<file path="config.mk">
export PLATFORM = sky130hd
export DESIGN_NAME = pmp_regbank
export DESIGN_NICKNAME = d
export VERILOG_FILES = /design/src/rtl/pmp_bank_pkg.sv /design/src/rtl/pmp_csr_decode.sv /design/src/rtl/pmp_cfg_entry.sv /design/src/rtl/pmp_addr_entry.sv /design/src/rtl/pmp_regbank.sv
export SDC_FILE = /design/constraint.sdc
export NUM_CORES = 1
export LEC_CHECK = 0
export BUFFER_PORTS_ARGS = -buffer_cell sky130_fd_sc_hd__buf_2
export CAP_MARGIN = 40
export CORE_AREA = 2 2 277 279
export DETAILED_ROUTE_END_ITERATION = 10
export DIE_AREA = 0 0 279 281
export PLACE_DENSITY = 0.67
export REMOVE_ABC_BUFFERS = 1
export SYNTH_ARGS = -nofsm -noshare
export SYNTH_HDL_FRONTEND = slang
export SYNTH_SLANG_ARGS = --single-unit
</file>
<file path="constraint.sdc">
create_clock -name clk -period 3.1 [get_ports clk]
set_input_delay 0.465 -clock clk [delete_from_list [all_inputs] [get_ports clk]]
set_output_delay 0.465 -clock clk [all_outputs]
set_load 0.02 [all_outputs]
</file>
<file path="src/rtl/pmp_bank_pkg.sv">
// Package: shared types and legalization for the protection entry bank.
// Assumes configuration bytes of 8 bits with the field layout below.
package pmp_bank_pkg;

    typedef struct packed {
        logic       lock;
        logic [1:0] rsvd;
        logic [1:0] mode;
        logic       x;
        logic       w;
        logic       r;
    } pmp_cfg_t;

    localparam logic [1:0] MODE_OFF   = 2'b00;
    localparam logic [1:0] MODE_TOR   = 2'b01;
    localparam logic [1:0] MODE_NA4   = 2'b10;
    localparam logic [1:0] MODE_NAPOT = 2'b11;

    localparam logic [11:0] CFG_BASE  = 12'h3A0;
    localparam logic [11:0] ADDR_BASE = 12'h3B0;

    // Next stored value of a byte: a locked byte keeps its value; otherwise the
    // reserved bits are cleared and write-without-read loses its write bit.
    function automatic pmp_cfg_t legalize_cfg(pmp_cfg_t old_q, logic [7:0] raw);
        pmp_cfg_t res;
        if (old_q.lock) begin
            res = old_q;
        end else begin
            res      = pmp_cfg_t'(raw);
            res.rsvd = 2'b00;
            if (res.w && !res.r) begin
                res.w = 1'b0;
            end
        end
        return res;
    endfunction

endpackage

</file>
<file path="src/rtl/pmp_csr_decode.sv">
// Module: decodes a register number into a configuration-register hit with its
// slot index, or an address-register hit with its entry index.
// Assumes the configuration registers occupy slots 0..3 and the address
// registers occupy 0x3B0 upward, one per entry, with at most 16 entries.
module pmp_csr_decode #(
    parameter int XLEN        = 32,
    parameter int NUM_ENTRIES = 16
) (
    input  logic [11:0]                     csr_addr,
    output logic                            cfg_hit,
    output logic [1:0]                      cfg_slot,
    output logic                            addr_hit,
    output logic [$clog2(NUM_ENTRIES)-1:0]  addr_idx
);
    import pmp_bank_pkg::*;

    localparam int BYTES_PER  = XLEN / 8;
    localparam int STRIDE     = XLEN / 32;
    localparam int NUM_GROUPS = (NUM_ENTRIES + BYTES_PER - 1) / BYTES_PER;
    localparam int IDX_W      = $clog2(NUM_ENTRIES);

    // Configuration decode: a slot is valid when it is aligned to the stride
    // and belongs to a group that actually holds entries.
    always_comb begin
        cfg_slot = csr_addr[1:0];
        cfg_hit  = 1'b0;
        if (csr_addr[11:2] == CFG_BASE[11:2]) begin
            if ((int'(csr_addr[1:0]) % STRIDE) == 0 &&
                (int'(csr_addr[1:0]) / STRIDE) < NUM_GROUPS) begin
                cfg_hit = 1'b1;
            end
        end
    end

    // Address-register decode: one register number per entry.
    always_comb begin
        addr_idx = csr_addr[IDX_W-1:0];
        addr_hit = (csr_addr[11:4] == ADDR_BASE[11:4]) &&
                   (int'(csr_addr[3:0]) < NUM_ENTRIES);
    end

endmodule

</file>
<file path="src/rtl/pmp_cfg_entry.sv">
// Module: one configuration byte with lock and legalization on write.
// Assumes the write strobe already selects this byte's register.
module pmp_cfg_entry (
    input  logic                     clk,
    input  logic                     rst_n,
    input  logic                     we,
    input  logic [7:0]               wbyte,
    output pmp_bank_pkg::pmp_cfg_t   cfg_o
);
    import pmp_bank_pkg::*;

    pmp_cfg_t cfg_q;

    // Byte storage: cleared by reset, legalized on each write.
    always_ff @(posedge clk) begin
        if (!rst_n) begin
            cfg_q <= '0;
        end else if (we) begin
            cfg_q <= legalize_cfg(cfg_q, wbyte);
        end
    end

    assign cfg_o = cfg_q;

    // a locked byte does not change until reset.
    a_r6_locked_byte_holds: assert property (@(posedge clk) disable iff (!rst_n)
        cfg_q.lock |=> $stable(cfg_q));

    // write permission never stored without read permission.
    a_r5_no_write_only: assert property (@(posedge clk) disable iff (!rst_n)
        !(cfg_q.w && !cfg_q.r));

    // reserved bits always zero.
    a_r4_rsvd_zero: assert property (@(posedge clk) disable iff (!rst_n)
        cfg_q.rsvd == 2'b00);

endmodule

</file>
<file path="src/rtl/pmp_addr_entry.sv">
// Module: one address register whose writes are gated by its own lock and by
// the following entry being locked in top-of-range mode.
// Assumes next_tor_lock is tied low for the last entry.
module pmp_addr_entry #(
    parameter int XLEN = 32
) (
    input  logic            clk,
    input  logic            rst_n,
    input  logic            we,
    input  logic [XLEN-1:0] wdata,
    input  logic            own_lock,
    input  logic            next_tor_lock,
    output logic [XLEN-1:0] addr_o
);
    logic [XLEN-1:0] addr_q;
    logic            blocked;

    // Write gate: either lock condition refuses the write.
    assign blocked = own_lock || next_tor_lock;

    // Address storage: cleared by reset, written when not blocked.
    always_ff @(posedge clk) begin
        if (!rst_n) begin
            addr_q <= '0;
        end else if (we && !blocked) begin
            addr_q <= wdata;
        end
    end

    assign addr_o = addr_q;

    // own lock keeps the address unchanged.
    a_r8_own_lock_holds: assert property (@(posedge clk) disable iff (!rst_n)
        own_lock |=> $stable(addr_q));

    // a locked top-of-range successor keeps the address unchanged.
    a_r9_tor_lock_holds: assert property (@(posedge clk) disable iff (!rst_n)
        next_tor_lock |=> $stable(addr_q));

    // an unblocked write lands in the register.
    a_r7_write_lands: assert property (@(posedge clk) disable iff (!rst_n)
        (we && !blocked) |=> (addr_q == $past(wdata)));

endmodule

</file>
<file path="src/rtl/pmp_regbank.sv">
// Module: top of the protection entry register bank. It decodes register
// numbers, routes packed configuration bytes to per-entry storage, gates
// address writes by lock state, and muxes the read-back.
// Assumes XLEN is 32 or 64 and NUM_ENTRIES is at most 16.
module pmp_regbank #(
    parameter int XLEN        = 32,
    parameter int NUM_ENTRIES = 16
) (
    input  logic                          clk,
    input  logic                          rst_n,
    input  logic [11:0]                   csr_addr,
    input  logic                          csr_we,
    input  logic [XLEN-1:0]               csr_wdata,
    output logic                          csr_hit,
    output logic [XLEN-1:0]               csr_rdata,
    output logic [8*NUM_ENTRIES-1:0]      cfg_flat,
    output logic [XLEN*NUM_ENTRIES-1:0]   addr_flat
);
    import pmp_bank_pkg::*;

    localparam int BYTES_PER = XLEN / 8;
    localparam int STRIDE    = XLEN / 32;
    localparam int IDX_W     = $clog2(NUM_ENTRIES);

    logic             cfg_hit;
    logic [1:0]       cfg_slot;
    logic             addr_hit;
    logic [IDX_W-1:0] addr_idx;

    pmp_cfg_t         cfg_q  [NUM_ENTRIES];
    logic [XLEN-1:0]  addr_q [NUM_ENTRIES];

    pmp_csr_decode #(
        .XLEN        (XLEN),
        .NUM_ENTRIES (NUM_ENTRIES)
    ) u_decode (
        .csr_addr (csr_addr),
        .cfg_hit  (cfg_hit),
        .cfg_slot (cfg_slot),
        .addr_hit (addr_hit),
        .addr_idx (addr_idx)
    );

    for (genvar e = 0; e < NUM_ENTRIES; e++) begin : g_entry
        localparam int SLOT = (e / BYTES_PER) * STRIDE;
        localparam int LANE = e % BYTES_PER;

        logic cfg_we;
        logic addr_we;
        logic next_tor_lock;

        // Byte strobe: this entry's register is addressed.
        assign cfg_we  = csr_we && cfg_hit && (int'(cfg_slot) == SLOT);
        // Address strobe: this entry's address register is addressed.
        assign addr_we = csr_we && addr_hit && (int'(addr_idx) == e);

        if (e == NUM_ENTRIES - 1) begin : g_last
            assign next_tor_lock = 1'b0;
        end else begin : g_mid
            assign next_tor_lock = cfg_q[e+1].lock && (cfg_q[e+1].mode == MODE_TOR);
        end

        pmp_cfg_entry u_cfg (
            .clk   (clk),
            .rst_n (rst_n),
            .we    (cfg_we),
            .wbyte (csr_wdata[8*LANE +: 8]),
            .cfg_o (cfg_q[e])
        );

        pmp_addr_entry #(
            .XLEN (XLEN)
        ) u_addr (
            .clk           (clk),
            .rst_n         (rst_n),
            .we            (addr_we),
            .wdata         (csr_wdata),
            .own_lock      (cfg_q[e].lock),
            .next_tor_lock (next_tor_lock),
            .addr_o        (addr_q[e])
        );

        assign cfg_flat[8*e +: 8]       = cfg_q[e];
        assign addr_flat[XLEN*e +: XLEN] = addr_q[e];
    end

    // Read-back mux: packs the bytes of the addressed slot, or returns one
    // address register, or zero for an unmapped number.
    always_comb begin
        csr_rdata = '0;
        if (cfg_hit) begin
            for (int e = 0; e < NUM_ENTRIES; e++) begin
                if (int'(cfg_slot) == (e / BYTES_PER) * STRIDE) begin
                    csr_rdata[8*(e % BYTES_PER) +: 8] = cfg_q[e];
                end
            end
        end else if (addr_hit) begin
            csr_rdata = addr_q[addr_idx];
        end
    end

    assign csr_hit = cfg_hit || addr_hit;

    // unmapped register numbers read as zero.
    a_r12_miss_reads_zero: assert property (@(posedge clk) disable iff (!rst_n)
        !csr_hit |-> (csr_rdata == '0));

    // odd configuration slots are unmapped at a 64-bit width.
    a_r3_odd_slot_unmapped: assert property (@(posedge clk) disable iff (!rst_n)
        ((XLEN == 64) && (csr_addr[11:2] == CFG_BASE[11:2]) && csr_addr[0])
        |-> !csr_hit);

endmodule

</file>
-- After elaboration in Yosys (flattened, before gate mapping)
Index checks and enable logic that the tools add are counted.
- reductions and logical operators: 111
- order comparisons: 2
- eq/ne operators: 35
- bitwise operators: 17
- muxes and demuxes: 43
- operators with widths (cell ; number):
    $mux W8 ; 32
    $bmux W32 S4 ; 1
    $mux W32 ; 4
    $logic_and A1 B1 Y1 ; 57
    $eq A2 B1 Y1 const B ; 16
    $eq A4 B4 Y1 const B ; 8
    $reduce_and A2 Y1 ; 16
    $logic_not A1 Y1 ; 20
    $eq A4 B3 Y1 const B ; 4
    $logic_or A1 B1 Y1 ; 16
    $not A1 Y1 ; 16
    $eq A10 B8 Y1 const B ; 1
    $eq A4 B2 Y1 const B ; 2
    $eq A8 B6 Y1 const B ; 1
    $mux W1 ; 6
    $ge A5 B5 Y1 const B ; 1
    $not A4 Y5 ; 1
    $eq A2 B2 Y1 const B ; 2
    $eq A4 B1 Y1 const B ; 1
    $logic_not A4 Y1 ; 1
    $lt A2 B3 Y1 const B ; 1
    $logic_not A2 Y1 ; 1
- output and inout port bits: 673
- input port bits: 47
- register bits: 608

-- Depth between registers and ports, before layout
Gate-level depths: netlist of run 1.
- word-level depth: 6
- depth in mapped cells: 7
- depth with buffers taken out: 4

-- Hierarchy
A second synthesis of run 1 with hierarchy kept.
- cell total of the unflattened synthesis: 3378
- area, all modules: 31219.9 um^2
- modules (own cells, without submodules) (module ; area an instance (um^2) ; times used ; cells an instance):
    pmp_addr_entry ; 1320.0 ; 16 ; 140
    pmp_regbank ; 5806.8 ; 1 ; 742
    pmp_cfg_entry ; 262.8 ; 16 ; 24
    pmp_csr_decode ; 88.8 ; 1 ; 12

-- Least setup slack after synthesis of run 1
OpenSTA, ideal clock, no wires.
- kind: input-to-output
- start: input csr_addr[1]
- end: output csr_rdata[12]
- slack: 0.399 ns
- arrival: 2.236 ns
- path buffers: 2
- cell stages on the path: 6
- data required time: 2.635 ns
- path through: buf_2 > buf_1 > mux4_2 > mux2i_1 > nor2_1 > a211o_1
- longest elaborated chain between the ends: 6
- elaborated cells on any way between the ends: 17
- those cells by class: order compare (1); eq/ne (3); mux (11); bitwise (1); reduce/logical (1)
- ends and longest elaborated chain (item ; line ; source):
    from (decl) ; pmp_regbank.sv:11 ; input logic [11:0] csr_addr,
    $not A4 Y5 (not written as such) / $logic_not A2 Y1 (equally long branches) ; pmp_regbank.sv:98, pmp_regbank.sv:93 ;
    $bmux W32 S4 / $mux W8 (equally long branches) ; pmp_regbank.sv:98, pmp_regbank.sv:93 ;
    $mux W32 (not written as such) / $mux W8 (equally long branches) (2 in a row) ; pmp_regbank.sv:98, pmp_regbank.sv:93 ;
    $mux W32 / $mux W8 (equally long branches) ; pmp_regbank.sv:97, pmp_regbank.sv:93 ;
    $mux W32 * ; pmp_regbank.sv:91 ; if (cfg_hit) begin
    to (decl) ; pmp_regbank.sv:15 ; output logic [XLEN-1:0] csr_rdata,
Every way passes the cells marked *; elsewhere a longest branch is shown, timed or not. The select of a mux whose other input is x is not followed.

-- Final worst setup path of run 1
- start: input csr_addr[1]
- end: output csr_rdata[9]
Same word-level chain as after synthesis.

==> results.py, run 1 <==
metrics = {
    "power": {
        "power.density_nw_per_um2": 485,
        "ir_worst_vdd_mv": 0.409,
        "p_leak_uw": 0.0149,
    },
    "sta": {
        "largest_clock_skew_in_the_final_design_ns": 0.0338,
        "setup_repair_after_global_routing_missed_its_margin": "false",
        "worst-slew-pin-transition_ns": 0.731,
        "maxSlewViolCount": 0,
        "count_of_final_setup_violators": 0,
        "post_route_fraction_of_the_period_consumed_by_the_critical_path_pct": 92.7,
        "maxSlewHeadroom_pct": 51.2,
        "timing.final.crit_period_ns": 2.87,
        "achievable-frequency_mhz": 348,
        "finalHoldViolations": 0,
        "setup_ws_ns": 0.226,
    },
    "logic_synthesis": {
        "syn_area_um2": 27800,
        "synthDominantAreaCellType": "dfxtp_1",
        "post_synth_edffs": 0,
        "share_of_the_yosys_chip_area_belonging_to_registers_pct": 43.9,
        "top_cells_by_instance_count_after_synthesis": "dfxtp_1 (608), mux2i_1 (608), nand2_1 (603), mux4_2 (152), clkbuf_1 (123)",
        "postSynthCellCount": 2568,
        "synth_cell_type_count": 40,
        "yosys_register_bits": 608,
        "synth.top_cells.by_area": "dfxtp_1 (44%), mux2i_1 (22%), mux4_2 (12%), nand2_1 (8.2%), clkbuf_1 (1.7%)",
        "synth_async_sr_flop_share_pct": 0,
        "avgSynthCellArea_um2": 10.8,
        "synthDominantCellAreaShare_pct": 43.9,
        "synth_ff_type": "dfxtp_1",
        "yosys_warnings": 0,
    },
    "route": {
        "route.detailed.drc": 0,
        "met2RoutedLength_um": 51300,
        "route.vias.total": 23300,
        "postRouteAntennaNets": 0,
        "avgViaCountPerCell": 5.49,
        "wirelength_um": 109000,
        "drt_first_iter_violations": 1796,
        "highest_layer": "met5",
        "drt-met1-wl_um": 44800,
        "drt-wirelength-per-cell_um": 25.7,
        "dr.pass1.iters": 5,
        "met3_wirelength_um": 8800,
    },
    "clocking": {
        "tritoncts": "built",
        "worstSkewPairLatency_ns": 0.61,
        "maximum_number_of_buffers_from_clock_root_to_sink": 3,
        "hold_buffers": 0,
        "numClockSinks": 608,
        "cts_made_buffers": 69,
        "post-cts-setup-buffers": 0,
        "clock-root-buffer": "clkbuf_16",
        "htree_num_levels": 3,
        "cts_resized": 0,
        "clk_transition_reported_paths_ns": 0.06,
    },
    "floorplan": {
        "die_height_um": 281,
        "start_util_pct": 36.8,
        "ioPinCount": 720,
        "fp.coreArea_um2": 75400,
        "floorplan.die_area_um2": 78400,
        "placement_rows": 101,
        "die_width_um": 279,
    },
    "grt": {
        "overflow": 0,
        "grt_pass1_wl_um": 155000,
        "number_of_global_route_vias_before_repair": 22200,
        "grtUsageTotal_pct": 26.7,
        "grt_start_max_net_pins": 75,
        "antenna_violations_before_repair": 8,
    },
    "status": {
        "run_status": "finished, final reports clean",
    },
    "worst_setup_path": {
        "path_cells": "buf_8, buf_4, mux4_2, mux2i_1, nor2_1, a211o_1, buf_2",
        "timing.setup.critical_path_class": "in -> out",
        "critical_path.slowest_cell": "mux4_2",
        "critPathLaunchType": "input pin",
        "critical_path_required_ns": 2.63,
        "critical_path.endpoint_type": "output port",
        "critical_path.max_fanout": 43,
        "critical_path.max_stage_delay_ns": 0.52,
        "timing.critical_path.arrival_ns": 2.41,
    },
    "worst_hold_path": {
        "hold_class": "in -> reg",
    },
    "placement": {
        "dp.final_hpwl_um": 76500,
        "finalWeightedCongestion": 0.877,
        "portBuffers": 687,
        "placement.setup.worst_slack_ns": 0.219,
    },
    "final_layout": {
        "finalNetCount": 3268,
        "area.growth.synth_to_final_pct": 25.7,
        "post-route-util_pct": 46.3,
        "layout-drive-gt1-share_pct": 34.0,
    },
    "flow_run": {
        "max-cap-violations": 0,
    },
}
[stage by stage]
| stage | TNS (ns) | instances | area (um2) | total power, uW | hold slack (ns) |
|---|---|---|---|---|---|
| global route | 0 | 4246 | 34900 | 17400 | 0.164 |
| detailed placement | 0 | 4128 | 32600 | 8780 | 0.459 |
| global placement | 0 | 4128 | 32600 | 8770 | 0.452 |
| CTS | 0 | 4244 | 34900 | 17000 | 0.138 |
| floorplan | -66.46 | 2328 | 26500 | 8270 | 0.539 |
| finish | 0 | 4248 | 34900 | 16900 | 0.181 |
[sequential cells by signal, indices dropped and copies added, names as in the netlist]
signal / cells
g_entry.u_addr.addr_o: 512
g_entry.u_cfg.cfg_o: 96
[path summary, 6_finish.rpt]
check | depth (start not counted) | startpoint | endpoint | slack [ns]
setup / recovery | 7 | csr_addr[1] | csr_rdata[9] | 0.23
hold / removal | 3 | csr_wdata[26] | g_entry[3].u_cfg.cfg_o[2] | 0.18
setup reg to reg | 4 | g_entry[4].u_cfg.cfg_o[7] | g_entry[3].u_addr.addr_o[20] | 1.18
hold reg to reg | 2 | g_entry[15].u_addr.addr_o[31] | g_entry[15].u_addr.addr_o[31] | 0.47
[worst max-delay path, delay by kind of cell]
| kind | cells | cell delay (ns) |
|---|---|---|
| compound gates | 1 | 0.28 |
| simple gates | 1 | 0.06 |
| buf+inv | 3 | 0.92 |
| mux | 2 | 0.66 |
[kinds of logic after synthesis]
kind of cell,synth area share (%)
buf+inv,5.05
flops,43.9
compound gates,2.67
simple gates,14.2
mux,34.3
other cells,0.0135
[placed cells by master (no fill, tap or decap), types with 2 or more instances in the layout]
cell,count
inv_6,3
nor4b_1,4
clkinv_2,11
nand2_1,603
and3b_1,13
or4_4,2
and4bb_2,2
bufinv_16,6
clkinv_8,2
nand2b_1,2
diode_2,4
o22ai_1,8
buf_4,103
nor3_1,17
nor4bb_1,6
dfxtp_1,608
a211o_1,21
nor2_1,47
mux4_2,152
clkbuf_16,71
nand4b_4,2
o221ai_1,3
nor2b_1,33
o21a_1,16
a21boi_0,48
conb_1,32
buf_2,683
and2_1,5
nand4b_1,4
nor4_4,17
clkbuf_1,9
nand4_1,14
nand3_1,49
clkinv_4,2
buf_12,32
buf_8,3
mux2i_1,608
nor3_4,2
clkbuf_8,9
clkinvlp_4,3
[power by group]
group	leakage, uW	internal, uW	switching [uW]
Clock	0.00111	4910	3390
Combinational	0.00885	251	546
Sequential	0.00489	7810	0.850
Total	0.0149	13000	3940
[per-layer routing]
metal	global-route usage (%)	vias to the layer above
li1	-	10300
met4	10.2	10
met2	43.3	1142
met1	34.3	11600
met3	6.47	256
met5	0	-
[cell type report]
| cell class | instances | area [um2] |
|---|---|---|
| sequential | 608 | 12200 |
| timing repair buffer | 822 | 4890 |
| antenna | 4 | 10.0 |
| multi-input combinational | 1720 | 14300 |
| tap | 978 | 1220 |
| fill | 6958 | 40500 |
| clock buffer | 89 | 1930 |
| clock inverter | 27 | 334 |
Power figures use the tool's default switching activity.
==> run 2: changes to the inputs <==
--- a/config.mk
+++ b/config.mk
@@ -7,10 +7,10 @@
 export LEC_CHECK = 0
 export BUFFER_PORTS_ARGS = -buffer_cell sky130_fd_sc_hd__buf_2
 export CAP_MARGIN = 40
-export CORE_AREA = 2 2 277 279
+export CORE_ASPECT_RATIO = 0.5
+export CORE_UTILIZATION = 40
 export DETAILED_ROUTE_END_ITERATION = 10
-export DIE_AREA = 0 0 279 281
-export PLACE_DENSITY = 0.67
+export PLACE_DENSITY = 0.71
 export REMOVE_ABC_BUFFERS = 1
 export SYNTH_ARGS = -nofsm -noshare
 export SYNTH_HDL_FRONTEND = slang
==> run 2 against run 1 <==
Against the previous run:
- die area is 10% lower
- global-route usage is 3.6 points higher
- critical path depth is the same
- maximum frequency fell by 3.5%
- cell count shrank 2.4%
- worst hold slack lost 0.016 ns
- clock skew down 0.012 ns
- sequential share of layout area is 0.58 points higher
==> results.py, run 2 (same netlist as run 1, synthesis figures left out) <==
metrics = {
    "status": {
        "run_status": "finished, final reports clean",
    },
    "worst_setup_path": {
        "kind_of_cell_adding_the_most_delay_to_the_critical_path": "buffers and inverters",
        "worst_setup_path_endpoint": "csr_rdata[18]",
        "timing.critical_path.arrival_ns": 2.51,
        "regToRegSetupSlack_ns": 1.20,
        "worst_r2r_path_depth": 4,
        "critical_path.slowest_cell": "mux4_2",
        "path_cells": "buf_8, buf_12, mux4_2, mux2i_1, nor2_1, a211o_1, buf_2",
        "crit_path_start": "csr_addr[0]",
        "critical_path_required_ns": 2.63,
        "timing.setup.critical_path_class": "in -> out",
        "critPathLaunchType": "input pin",
        "timing.critical_path.buf_inv": 3,
        "cp_num_cells": 7,
        "origin_of_the_critical_flop_to_flop_path": "g_entry[4].u_cfg.cfg_o[4]",
        "terminus_of_the_critical_flop_to_flop_path": "g_entry[3].u_addr.addr_o[5]",
        "critical_path.max_stage_delay_ns": 0.51,
        "critical_path.endpoint_type": "output port",
        "critical_path.max_fanout": 49,
    },
    "grt": {
        "number_of_global_route_vias_before_repair": 22400,
        "grtUsageTotal_pct": 30.2,
        "grt_start_max_net_pins": 64,
        "antenna_violations_before_repair": 15,
        "grt_pass1_wl_um": 158000,
        "overflow": 0,
    },
    "worst_hold_path": {
        "min_from": "csr_wdata[27]",
        "hold_class": "in -> reg",
        "min_delay_path_depth": 3,
    },
    "floorplan": {
        "fp.coreArea_um2": 67800,
        "start_util_pct": 40.9,
        "floorplan.die_area_um2": 70500,
        "die_height_um": 188,
        "ioPinCount": 720,
        "placement_rows": 67,
        "die_width_um": 375,
    },
    "sta": {
        "largest_clock_skew_in_the_final_design_ns": 0.0221,
        "tns_ns": 0,
        "hold_slack_ns": 0.165,
        "finalHoldViolations": 0,
        "count_of_final_setup_violators": 0,
        "worst-slew-pin-transition_ns": 0.813,
        "timing.final.crit_period_ns": 2.98,
        "post_route_fraction_of_the_period_consumed_by_the_critical_path_pct": 96.1,
        "setup_repair_after_global_routing_missed_its_margin": "false",
        "maxSlewViolCount": 0,
        "maxSlewHeadroom_pct": 45.7,
        "achievable-frequency_mhz": 336,
    },
    "final_layout": {
        "finish.instance_area_um2": 34300,
        "layout.cells.non_filler": 4148,
        "post-route-util_pct": 50.6,
        "area.growth.synth_to_final_pct": 23.7,
        "largest_register_ffs": 512,
        "layout-drive-gt1-share_pct": 33.7,
        "most_frequent_cells_in_the_layout": "buf_2 (683), mux2i_1 (608), dfxtp_1 (608), nand2_1 (603), mux4_2 (152)",
        "finalNetCount": 3243,
        "mostFrequentLayoutCell": "buf_2",
        "fillerInstances": 6042,
    },
    "placement": {
        "place_inst": 4036,
        "portBuffers": 687,
        "dp.final_hpwl_um": 82200,
        "dpl_cell_area_um2": 32200,
        "finalWeightedCongestion": 0.984,
    },
    "clocking": {
        "htree_num_levels": 2,
        "maximum_number_of_buffers_from_clock_root_to_sink": 3,
        "clk_transition_reported_paths_ns": 0.07,
        "tritoncts": "built",
        "worstSkewPairLatency_ns": 0.61,
        "hold_buffers": 0,
        "clock-root-buffer": "clkbuf_16",
        "numClockSinks": 608,
        "post-cts-setup-buffers": 0,
        "cts_resized": 0,
        "cts_made_buffers": 55,
    },
    "power": {
        "ir_worst_vdd_mv": 0.378,
        "power.density_nw_per_um2": 475,
        "p_leak_uw": 0.0146,
    },
    "route": {
        "drt_first_iter_violations": 1971,
        "drt-met1-wl_um": 42900,
        "met3_wirelength_um": 7840,
        "met2RoutedLength_um": 53800,
        "highest_layer": "met5",
        "route.vias.total": 23700,
        "postRouteAntennaNets": 0,
        "avgViaCountPerCell": 5.72,
        "wirelength_um": 112000,
        "dr.pass1.iters": 6,
        "route.detailed.drc": 0,
        "drt-wirelength-per-cell_um": 26.9,
    },
    "flow_run": {
        "max-cap-violations": 0,
    },
}
[run 2: cell types whose count changed in the layout (fill, tap and decap cells not counted), sizes merged]
cell      previous run  this run
diode                4        10
buf                822       811
inv                  3         0
clkbuf              89        79
clkinv              15         9
clkinvlp             3         4
bufinv               6        10
[run 2: worst min-delay path by stage]
stage | to | slack (ns)
finish | g_entry[7].u_cfg.cfg_o[3] | 0.16
global route | g_entry[7].u_cfg.cfg_o[3] | 0.16
CTS | g_entry[7].u_cfg.cfg_o[3] | 0.14
detailed placement | g_entry[0].u_addr.addr_o[15] | 0.46
global placement | g_entry[9].u_addr.addr_o[10] | 0.45
floorplan | g_entry[13].u_addr.addr_o[31] | 0.54
[run 2: report_power, final]
part           switching [uW]  total [uW]  internal (uW)
logic                     529         769            240
clock network            3140        7740           4590
registers                1.02        7810           7810
[run 2: worst reg2reg max path: stages (launching register included)]
cell,delay [ns]
dfxtp_1,0.47
and3b_1,0.23
or4_2,0.56
buf_4,0.29
mux2i_1,0.19
[run 2: through the flow]
| stage | worst slack (ns) | total power, uW |
|---|---|---|
| final | 0.121 | 16300 |
| after global routing | 0.0523 | 16700 |
| after CTS | 0.138 | 16400 |
| after detailed placement | 0.119 | 8750 |
| after global placement | 0.145 | 8740 |
| after floorplan | -0.955 | 8270 |
[run 2: routing by layer]
metal / vias to the layer above / track usage, %
li1: 10200 / -
met1: 12000 / 36.8
met2: 1131 / 50.4
met3: 383 / 5.47
met4: 6 / 17.9
met5: - / 0
[run 2: cell type report]
class,instances,area (um2),share of cell area (%)
antenna,10,25.0,0.0729
clock inverter,23,379,1.10
sequential,608,12200,35.5
tap,897,1120,3.27
clock buffer,79,1680,4.89
timing repair buffer,811,4620,13.5
multi-input combinational,1720,14300,41.8
